## src/rtl/tagchk_pkg.sv

```systemverilog
package tagchk_pkg;
    localparam logic [1:0] PRIV_U = 2'd0;
    localparam logic [1:0] PRIV_S = 2'd1;
    localparam logic [1:0] PRIV_M = 2'd3;

    typedef enum logic [2:0] {
        K_LOAD  = 3'd0,
        K_STORE = 3'd1,
        K_HLD   = 3'd2,
        K_HST   = 3'd3,
        K_HLDX  = 3'd4
    } acc_kind_e;

    typedef enum logic [1:0] {
        ST_IDLE  = 2'd0,
        ST_PASS  = 2'd1,
        ST_FAULT = 2'd2
    } qual_state_e;

    localparam int SWCHK_CAUSE   = 18;
    localparam int MISMATCH_TVAL = 4;

    // status word bit positions that neighbouring CSR logic also decodes
    localparam int MS_MPRV  = 17;
    localparam int MS_MXR   = 19;
    localparam int MS_MPP_L = 11;
    localparam int MS_MPV   = 39;
    localparam int MS_CFLAG = 40;
    localparam int HS_SPVP  = 8;
    localparam int HS_CFLAG = 10;
    localparam int HS_VUM_L = 50;
endpackage

```

## src/rtl/tagchk_privsel.sv

```systemverilog
module tagchk_privsel
    import tagchk_pkg::*;
#(
    parameter int XLEN = 64
) (
    input  logic [2:0]      kind,
    input  logic [1:0]      cur_priv,
    input  logic            cur_virt,
    input  logic [XLEN-1:0] mstat,
    input  logic [XLEN-1:0] hstat,
    input  logic [1:0]      mode_m,
    input  logic [1:0]      mode_s,
    input  logic [1:0]      mode_u,
    input  logic [1:0]      mode_vs,
    input  logic [1:0]      mode_vu,
    output logic            is_hyp,
    output logic            mod_act,
    output logic            eff_virt,
    output logic [1:0]      sel_mode
);
    logic [1:0] eff_priv;
    logic       from_hu;

    always_comb begin
        is_hyp   = (kind == K_HLD) || (kind == K_HST) || (kind == K_HLDX);
        mod_act  = !is_hyp && (cur_priv == PRIV_M) && mstat[MS_MPRV];
        from_hu  = (cur_priv == PRIV_U) && !cur_virt;
        if (is_hyp) begin
            eff_virt = 1'b1;
            eff_priv = hstat[HS_SPVP] ? PRIV_S : PRIV_U;
        end else if (mod_act) begin
            eff_priv = mstat[MS_MPP_L+1:MS_MPP_L];
            eff_virt = mstat[MS_MPV] && (eff_priv != PRIV_M);
        end else begin
            eff_priv = cur_priv;
            eff_virt = cur_virt;
        end
        sel_mode = 2'b00;
        if (eff_virt) begin
            unique case (eff_priv)
                PRIV_S:  sel_mode = mode_vs;
                PRIV_U:  sel_mode = (is_hyp && from_hu) ? hstat[HS_VUM_L+1:HS_VUM_L] : mode_vu;
                default: sel_mode = 2'b00;
            endcase
        end else begin
            unique case (eff_priv)
                PRIV_M:  sel_mode = mode_m;
                PRIV_S:  sel_mode = mode_s;
                PRIV_U:  sel_mode = mode_u;
                default: sel_mode = 2'b00;
            endcase
        end
    end
endmodule

```

## src/rtl/tagchk_gate.sv

```systemverilog
module tagchk_gate
    import tagchk_pkg::*;
(
    input  logic       valid,
    input  logic [2:0] kind,
    input  logic       is_hyp,
    input  logic       mod_act,
    input  logic       pte_x,
    input  logic       h_cflag,
    input  logic       m_cflag,
    input  logic [1:0] sel_mode,
    output logic       checked
);
    logic suppress;

    always_comb begin
        suppress = 1'b0;
        if (kind == K_HLDX)
            suppress = 1'b1;
        else if (is_hyp && (pte_x || h_cflag))
            suppress = 1'b1;
        else if (mod_act && m_cflag && (kind == K_LOAD || kind == K_STORE))
            suppress = 1'b1;
        else if (mod_act && pte_x && kind == K_LOAD)
            suppress = 1'b1;
        checked = valid && !suppress && (sel_mode != 2'b00) && (kind <= K_HLDX);
    end
endmodule

```

## src/rtl/tagchk_qual.sv

```systemverilog
module tagchk_qual
    import tagchk_pkg::*;
#(
    parameter int XLEN = 64
) (
    input  logic            clk,
    input  logic            rst_n,
    input  logic            acc_valid,
    input  logic [2:0]      acc_kind,
    input  logic [1:0]      cur_priv,
    input  logic            cur_virt,
    input  logic [XLEN-1:0] mstat,
    input  logic [XLEN-1:0] hstat,
    input  logic            pte_x,
    input  logic            pte_mtag,
    input  logic [1:0]      mode_m,
    input  logic [1:0]      mode_s,
    input  logic [1:0]      mode_u,
    input  logic [1:0]      mode_vs,
    input  logic [1:0]      mode_vu,
    input  logic            tag_mismatch,
    output logic            out_valid,
    output logic            out_checked,
    output logic [1:0]      out_mode,
    output logic            xcpt_valid,
    output logic [XLEN-1:0] xcpt_cause,
    output logic [XLEN-1:0] xcpt_tval,
    output logic            xcpt_gva,
    output logic            hflag_we,
    output logic            mflag_we,
    output logic            flag_val
);
    logic        is_hyp, mod_act, eff_virt, chk_c;
    logic [1:0]  mode_c;
    qual_state_e state_q, state_d;
    logic        chk_q, gva_q, hwe_q, mwe_q, fval_q;
    logic [1:0]  mode_q;

    tagchk_privsel #(.XLEN(XLEN)) u_sel (
        .kind(acc_kind), .cur_priv(cur_priv), .cur_virt(cur_virt),
        .mstat(mstat), .hstat(hstat),
        .mode_m(mode_m), .mode_s(mode_s), .mode_u(mode_u),
        .mode_vs(mode_vs), .mode_vu(mode_vu),
        .is_hyp(is_hyp), .mod_act(mod_act), .eff_virt(eff_virt), .sel_mode(mode_c)
    );

    tagchk_gate u_gate (
        .valid(acc_valid), .kind(acc_kind), .is_hyp(is_hyp), .mod_act(mod_act),
        .pte_x(pte_x), .h_cflag(hstat[HS_CFLAG]), .m_cflag(mstat[MS_CFLAG]),
        .sel_mode(mode_c), .checked(chk_c)
    );

    always_comb begin
        if (!acc_valid)
            state_d = ST_IDLE;
        else if (chk_c && tag_mismatch)
            state_d = ST_FAULT;
        else
            state_d = ST_PASS;
    end

    always_ff @(posedge clk) begin
        if (!rst_n) begin
            state_q <= ST_IDLE;
            chk_q   <= 1'b0;
            mode_q  <= 2'b00;
            gva_q   <= 1'b0;
            hwe_q   <= 1'b0;
            mwe_q   <= 1'b0;
            fval_q  <= 1'b0;
        end else begin
            state_q <= state_d;
            chk_q   <= chk_c;
            mode_q  <= acc_valid ? mode_c : 2'b00;
            gva_q   <= eff_virt;
            hwe_q   <= acc_valid && (acc_kind == K_HLDX);
            mwe_q   <= acc_valid && mod_act && mstat[MS_MXR] && (acc_kind == K_LOAD);
            fval_q  <= pte_mtag && pte_x;
        end
    end

    always_comb begin
        out_valid   = 1'b0;
        out_checked = 1'b0;
        out_mode    = 2'b00;
        xcpt_valid  = 1'b0;
        xcpt_cause  = '0;
        xcpt_tval   = '0;
        xcpt_gva    = 1'b0;
        hflag_we    = 1'b0;
        mflag_we    = 1'b0;
        flag_val    = 1'b0;
        unique case (state_q)
            ST_IDLE: ;
            ST_PASS, ST_FAULT: begin
                out_valid   = 1'b1;
                out_checked = chk_q;
                out_mode    = mode_q;
                hflag_we    = hwe_q;
                mflag_we    = mwe_q;
                flag_val    = (hwe_q || mwe_q) && fval_q;
                if (state_q == ST_FAULT) begin
                    xcpt_valid = 1'b1;
                    xcpt_cause = XLEN'(SWCHK_CAUSE);
                    xcpt_tval  = XLEN'(MISMATCH_TVAL);
                    xcpt_gva   = gva_q;
                end
            end
            default: ;
        endcase
    end
endmodule

```

## config.mk

```make
export PLATFORM = sky130hd
export DESIGN_NAME = tagchk_qual
export DESIGN_NICKNAME = d
export VERILOG_FILES = /design/src/rtl/tagchk_pkg.sv /design/src/rtl/tagchk_privsel.sv /design/src/rtl/tagchk_gate.sv /design/src/rtl/tagchk_qual.sv
export SDC_FILE = /design/constraint.sdc
export NUM_CORES = 1
export LEC_CHECK = 0
export ABC_CLOCK_PERIOD_IN_PS = 2880
export BUFFER_PORTS_ARGS = -buffer_cell sky130_fd_sc_hd__buf_2
export CORE_AREA = 10 10 102 104
export CTS_BUF_LIST = sky130_fd_sc_hd__clkbuf_8
export DETAILED_ROUTE_END_ITERATION = 10
export DIE_AREA = 0 0 112 114
export SYNTH_ARGS = -nofsm -noshare
export SYNTH_HDL_FRONTEND = slang
export SYNTH_HIERARCHICAL = 1
export SYNTH_SLANG_ARGS = --single-unit
```

## constraint.sdc

```tcl
create_clock -name clk -period 2.88 [get_ports clk]
set_input_delay 0.576 -clock clk [delete_from_list [all_inputs] [get_ports clk]]
set_output_delay 0.576 -clock clk [all_outputs]
set_load 0.02 [all_outputs]
```

* Word level (Yosys, flattened, before mapping) *
Cells that the tools add are included.

storage, ports and cells
  flip-flop bits (word level) = 9
  output and inout bits = 137
  input bits = 150
  word-level logic and storage cells = 80

cells by class
  mux-type cells = 28
  $lt $le $gt $ge = 1
  reduce and logical (&&, ||, !) cells = 34
  eq/ne operators = 10

operators by type and width
  cell                count
  $logic_and 1x1->1   20
  $mux 1              16
  $mux 2              6
  $mux 5              2
  $eq 2x2->1 const B  3
  $eq 3x2->1 const B  2
  $mux 3              2
  $pmux 2 s3          1
  $logic_or 1x1->1    5
  $eq 2x1->1 const B  2
  $logic_not 2->1     2
  $pmux 2 s2          1
  $eq 3x1->1 const B  1
  $eq 3x3->1 const B  1
  $le 3x3->1 const B  1
  $logic_not 1->1     3
  $logic_not 3->1     1
  $ne 2x2->1 const B  1
  $reduce_and 2->1    1
  $reduce_bool 2->1   1
  $reduce_or 2->1     1

* Logic depth before layout (Yosys ltp) *
  depth after elaboration = 18
  mapped depth = 11
  mapped depth without buffers = 10

* Hierarchy *
The synthesis kept the hierarchy.

modules (own cells, without submodules)
  module          sequential area each (um^2)  cells an instance  instances  area an instance (um^2)
  tagchk_qual     180.2                        161                1          1,316.3
  tagchk_privsel  0.0                          44                 1          262.8
  tagchk_gate     0.0                          7                  1          43.8

* Worst setup path after synthesis *
Ideal clock, no wire load.

  path kind = input -> register
  start = in acc_kind[0]
  end = reg chk_q
  required time = 2.823 ns
  library setup time = 0.057 ns
  slack = 0.672 ns
  data arrival time = 2.150 ns
  path buffers = 1
  stages on the path = 10
  path through = or3b_1 -> and2_4 -> buf_6 -> mux2i_1 -> o21ai_0 -> o22ai_1 -> nor2_1 -> nor3b_2 -> o311a_1 -> and2_2

on the way
  elaborated cells on any way between the ends = 38
  classes of those cells = order compare: 1; eq/ne: 6; mux: 12; reduce/logical: 19

RTL lines
  item                                             line                                        RTL
  from (decl)                                      tagchk_qual.sv:9                            input logic [2:0] acc_kind,
  $eq 3x2->1                                       tagchk_privsel.sv:25                        is_hyp = (kind == K_HLD) || (kind == K_HST) || (kind == K_HLDX);
  $logic_or 1x1->1                                 tagchk_privsel.sv:25
  $logic_or 1x1->1 (*)                             tagchk_privsel.sv:25
  $logic_not 1->1                                  tagchk_privsel.sv:26                        mod_act = !is_hyp && (cur_priv == PRIV_M) && mstat[MS_MPRV];
  $logic_and 1x1->1 (2 in series)                  tagchk_privsel.sv:26
  $mux 2                                           tagchk_privsel.sv:31                        end else if (mod_act) begin
  $mux 2                                           tagchk_privsel.sv:28                        if (is_hyp) begin
  $eq 2x1->1 (tied with other cells)               tagchk_privsel.sv:40, tagchk_privsel.sv:46
  $pmux 2 s3 / $pmux 2 s2 (equally long branches)  tagchk_privsel.sv:46, tagchk_privsel.sv:40
  $mux 2 (*)                                       tagchk_privsel.sv:39                        if (eff_virt) begin
  net mode_c[1]                                    tagchk_qual.sv:34                           logic [1:0] mode_c;
  $reduce_bool 2->1 (*)                            tagchk_gate.sv:26                           checked = valid && !suppress && (sel_mode != 2'b00) && (kind <= K_HLDX);
  $logic_and 1x1->1 (*) (2 in series)              tagchk_gate.sv:26
  net chk_c                                        tagchk_qual.sv:33                           logic is_hyp, mod_act, eff_virt, chk_c;
  to (signal assigned)                             tagchk_qual.sv:73                           chk_q <= chk_c;
  to (decl)                                        tagchk_qual.sv:36                           logic chk_q, gva_q, hwe_q, mwe_q, fval_q;

The timed path passes the listed nets; every way through them passes the cells marked *.
A chain may end at the register's enable or synchronous reset.

* Worst setup path in the final report *
Same ends and word-level chain as after synthesis.

==> impl_metrics.env <==
export IMPL_outcome="completed"
export IMPL_setup_tns_ps=0
export IMPL_grt_util_all_layers_pct=6.176
export IMPL_startpoint_type="input port"
export IMPL_cp_arrival_ps=2430
export IMPL_detail_route_wl_per_cell_um=12.41
export IMPL_cts_max_level=1
export IMPL_syn_area_um2=1623
export IMPL_multi_input_area_um2=913.4
export IMPL_setup_viol=0
export IMPL_synth_seq_area_share_pct=11.10
export IMPL_std_cell_rows=34
export IMPL_start_util_pct=19.17
export IMPL_synth_seq_cells=9
export IMPL_grt_max_degree=10
export IMPL_hold_path_class="input port to flop"
export IMPL_grt_pass1_wl_mm=6.527
export IMPL_grt_pass1_vias=1383
export IMPL_cts_resized=0
export IMPL_maxCapViolCount=0
export IMPL_antenna_found_initial=6
export IMPL_ios=287
export IMPL_ys_types=34
export IMPL_fin_crit_sh_pct=78.11
export IMPL_design_die_area_um2=12770
export IMPL_drive_gt1_share_pct=22.05
export IMPL_detailed_place_hpwl_mm=4.272
export IMPL_regArea_um2=180.2
export IMPL_clk_pin_slew_ps=40
export IMPL_rsz0062_at_grt="no"
export IMPL_drtIter0Drc=39
export IMPL_slew_violations=0
export IMPL_cp_end_kind="flop"
export IMPL_syn_area_per_cell_um2=7.655
export IMPL_drc=0
export IMPL_cts_setup_buffers=0
export IMPL_crit_fanout=9
export IMPL_postLayoutCellArea_um2=1521
export IMPL_mostFrequentLayoutCells="conb_1 (125), buf_2 (43), dfxtp_1 (9), o21ai_0 (9), nand2_1 (7)"
export IMPL_synth_cells=212
export IMPL_cp_startpoint="acc_kind[0]"
export IMPL_drt_pass1_iterations=4
export IMPL_port_buffer_count=43
export IMPL_ir_worst_vdd_uv=96.64
export IMPL_tritoncts="done"
export IMPL_cts_buffer_depth=2
export IMPL_fmax_mhz=444.5
export IMPL_num_vias=1132
export IMPL_die_h_um=114
export IMPL_cts_hold_buf=0
export IMPL_wl_mm=4.543
export IMPL_ant_nets=0
export IMPL_cts_buffers_inserted=3
export IMPL_hold_viol_final=0
export IMPL_cp_required_ps=3060
export IMPL_numClockSinks=9
export IMPL_crit_type="input port to flop"
export IMPL_placed_cell_area_um2=1466
export IMPL_fin_crit_ps=2250
export IMPL_worstHoldStart="tag_mismatch"
export IMPL_syn_to_final_growth_pct=-6.245
export IMPL_p_per_area_nw_per_um2=339.4
export IMPL_final_common_cell="conb_1"
export IMPL_core_um2=8466
export IMPL_place_congestion=0.7759
export IMPL_p_leak_nw=0.8920
export IMPL_n_fill_cell=979
export IMPL_finalNetCount=407
export IMPL_grt_overflow=0
export IMPL_die_w_um=112
export IMPL_clock_root_buffer="clkbuf_8"
export IMPL_timing_hold_ws_ps=529.3
export IMPL_ys_warn_count=6
export IMPL_via_per_inst=3.093
==> critical path, stage by stage <==
cell	delay (ps)
buf_2	140
or3b_1	400
and2_4	190
mux2i_1	170
o21ai_0	90
o22ai_1	220
nor2_1	80
nor3b_2	180
o311a_1	230
and2_2	150
==> registers in the layout, summed over array words and instances (netlist names) <==
| register | cells |
|---|---|
| chk_q | 1 |
| fval_q | 1 |
| gva_q | 1 |
| hwe_q | 1 |
| mode_q | 2 |
| mwe_q | 1 |
| state_q | 2 |
==> metrics by stage <==
stage          std cells  total power, mW  setup slack (ps)  util [%]
2_1_floorplan        336           0.4565             672.2         -
3_3_place_gp         358           0.3629             455.8     17.32
3_5_place_dp         358           0.3659             407.0     17.32
4_1_cts              362           0.5082             635.0     17.85
5_1_grt              364           0.5481             401.0     17.91
6_report             366           0.5164             630.4     17.97
==> report_power, final <==
| group | leakage [nW] | internal, mW | switching (mW) |
|---|---|---|---|
| Sequential | 0.0737 | 0.130 | 0.00133 |
| Combinational | 0.791 | 0.0412 | 0.202 |
| Clock | 0.0269 | 0.0927 | 0.0484 |
==> synth_stat cells (all sizes together) <==
cell type,n,area share [%]
o22ai,2,0.77
and2,4,1.9
o21a,1,0.46
nor4b,1,0.92
o211a,1,0.62
conb,1,0.23
nor3b,1,0.77
nand2b,2,0.77
a21oi,5,1.5
dfxtp,9,11
a21boi,2,0.92
o311a,1,0.62
nand3b,1,0.46
buf,129,60
nand3,2,0.62
o21ai,10,3.1
o2111ai,2,1.1
clkinv,1,0.23
nor4,1,0.77
nor2b,6,2.3
nor3,1,0.31
or3b,1,0.54
and3,3,1.4
ha,2,1.5
mux2i,4,2.5
nor2,5,1.2
nand2,8,2.0
inv,5,1.2
a31oi,1,0.39
==> path summary, 6_finish.rpt <==
check	endpoint	slack, ps	cells past startpoint
hold / removal	state_q[0]$_SDFF_PN0_	530	2
setup / recovery	chk_q$_SDFF_PN0_	630	10
==> cell families (layout without fill, tap and decap cells) <==
family,count (synthesis),in the layout,share of synthesized area [%]
buffers and inverters,135,53,61.30
other,1,129,0.2311
muxes,4,4,2.467
AOI/OAI and AO/OA,25,25,9.483
and+or+nand+nor,36,36,13.88
adders and majority gates,2,2,1.542
DFF,9,9,11.10
==> cell type report <==
type	instances	area share [%]
Sequential cell	9	11.84
Inverter	6	1.480
Multi-Input combinational cell	192	60.03
Antenna cell	4	0.6579
Clock buffer	3	2.714
Timing Repair Buffer	43	14.14
Clock inverter	1	0.2467
Tap cell	108	8.882
==> routing by layer <==
| layer | GRT usage (%) | wire [µm] | vias to the layer above |
|---|---|---|---|
| met2 | 8.625 | 1563 | 146 |
| met5 | 0 | 27 | - |
| li1 | - | - | 518 |
| met3 | 6.509 | 1061 | 6 |
| met1 | 6.492 | 1870 | 458 |
| met4 | 0.7614 | 20 | 4 |
No activity file was read; power rests on OpenSTA's default activity.
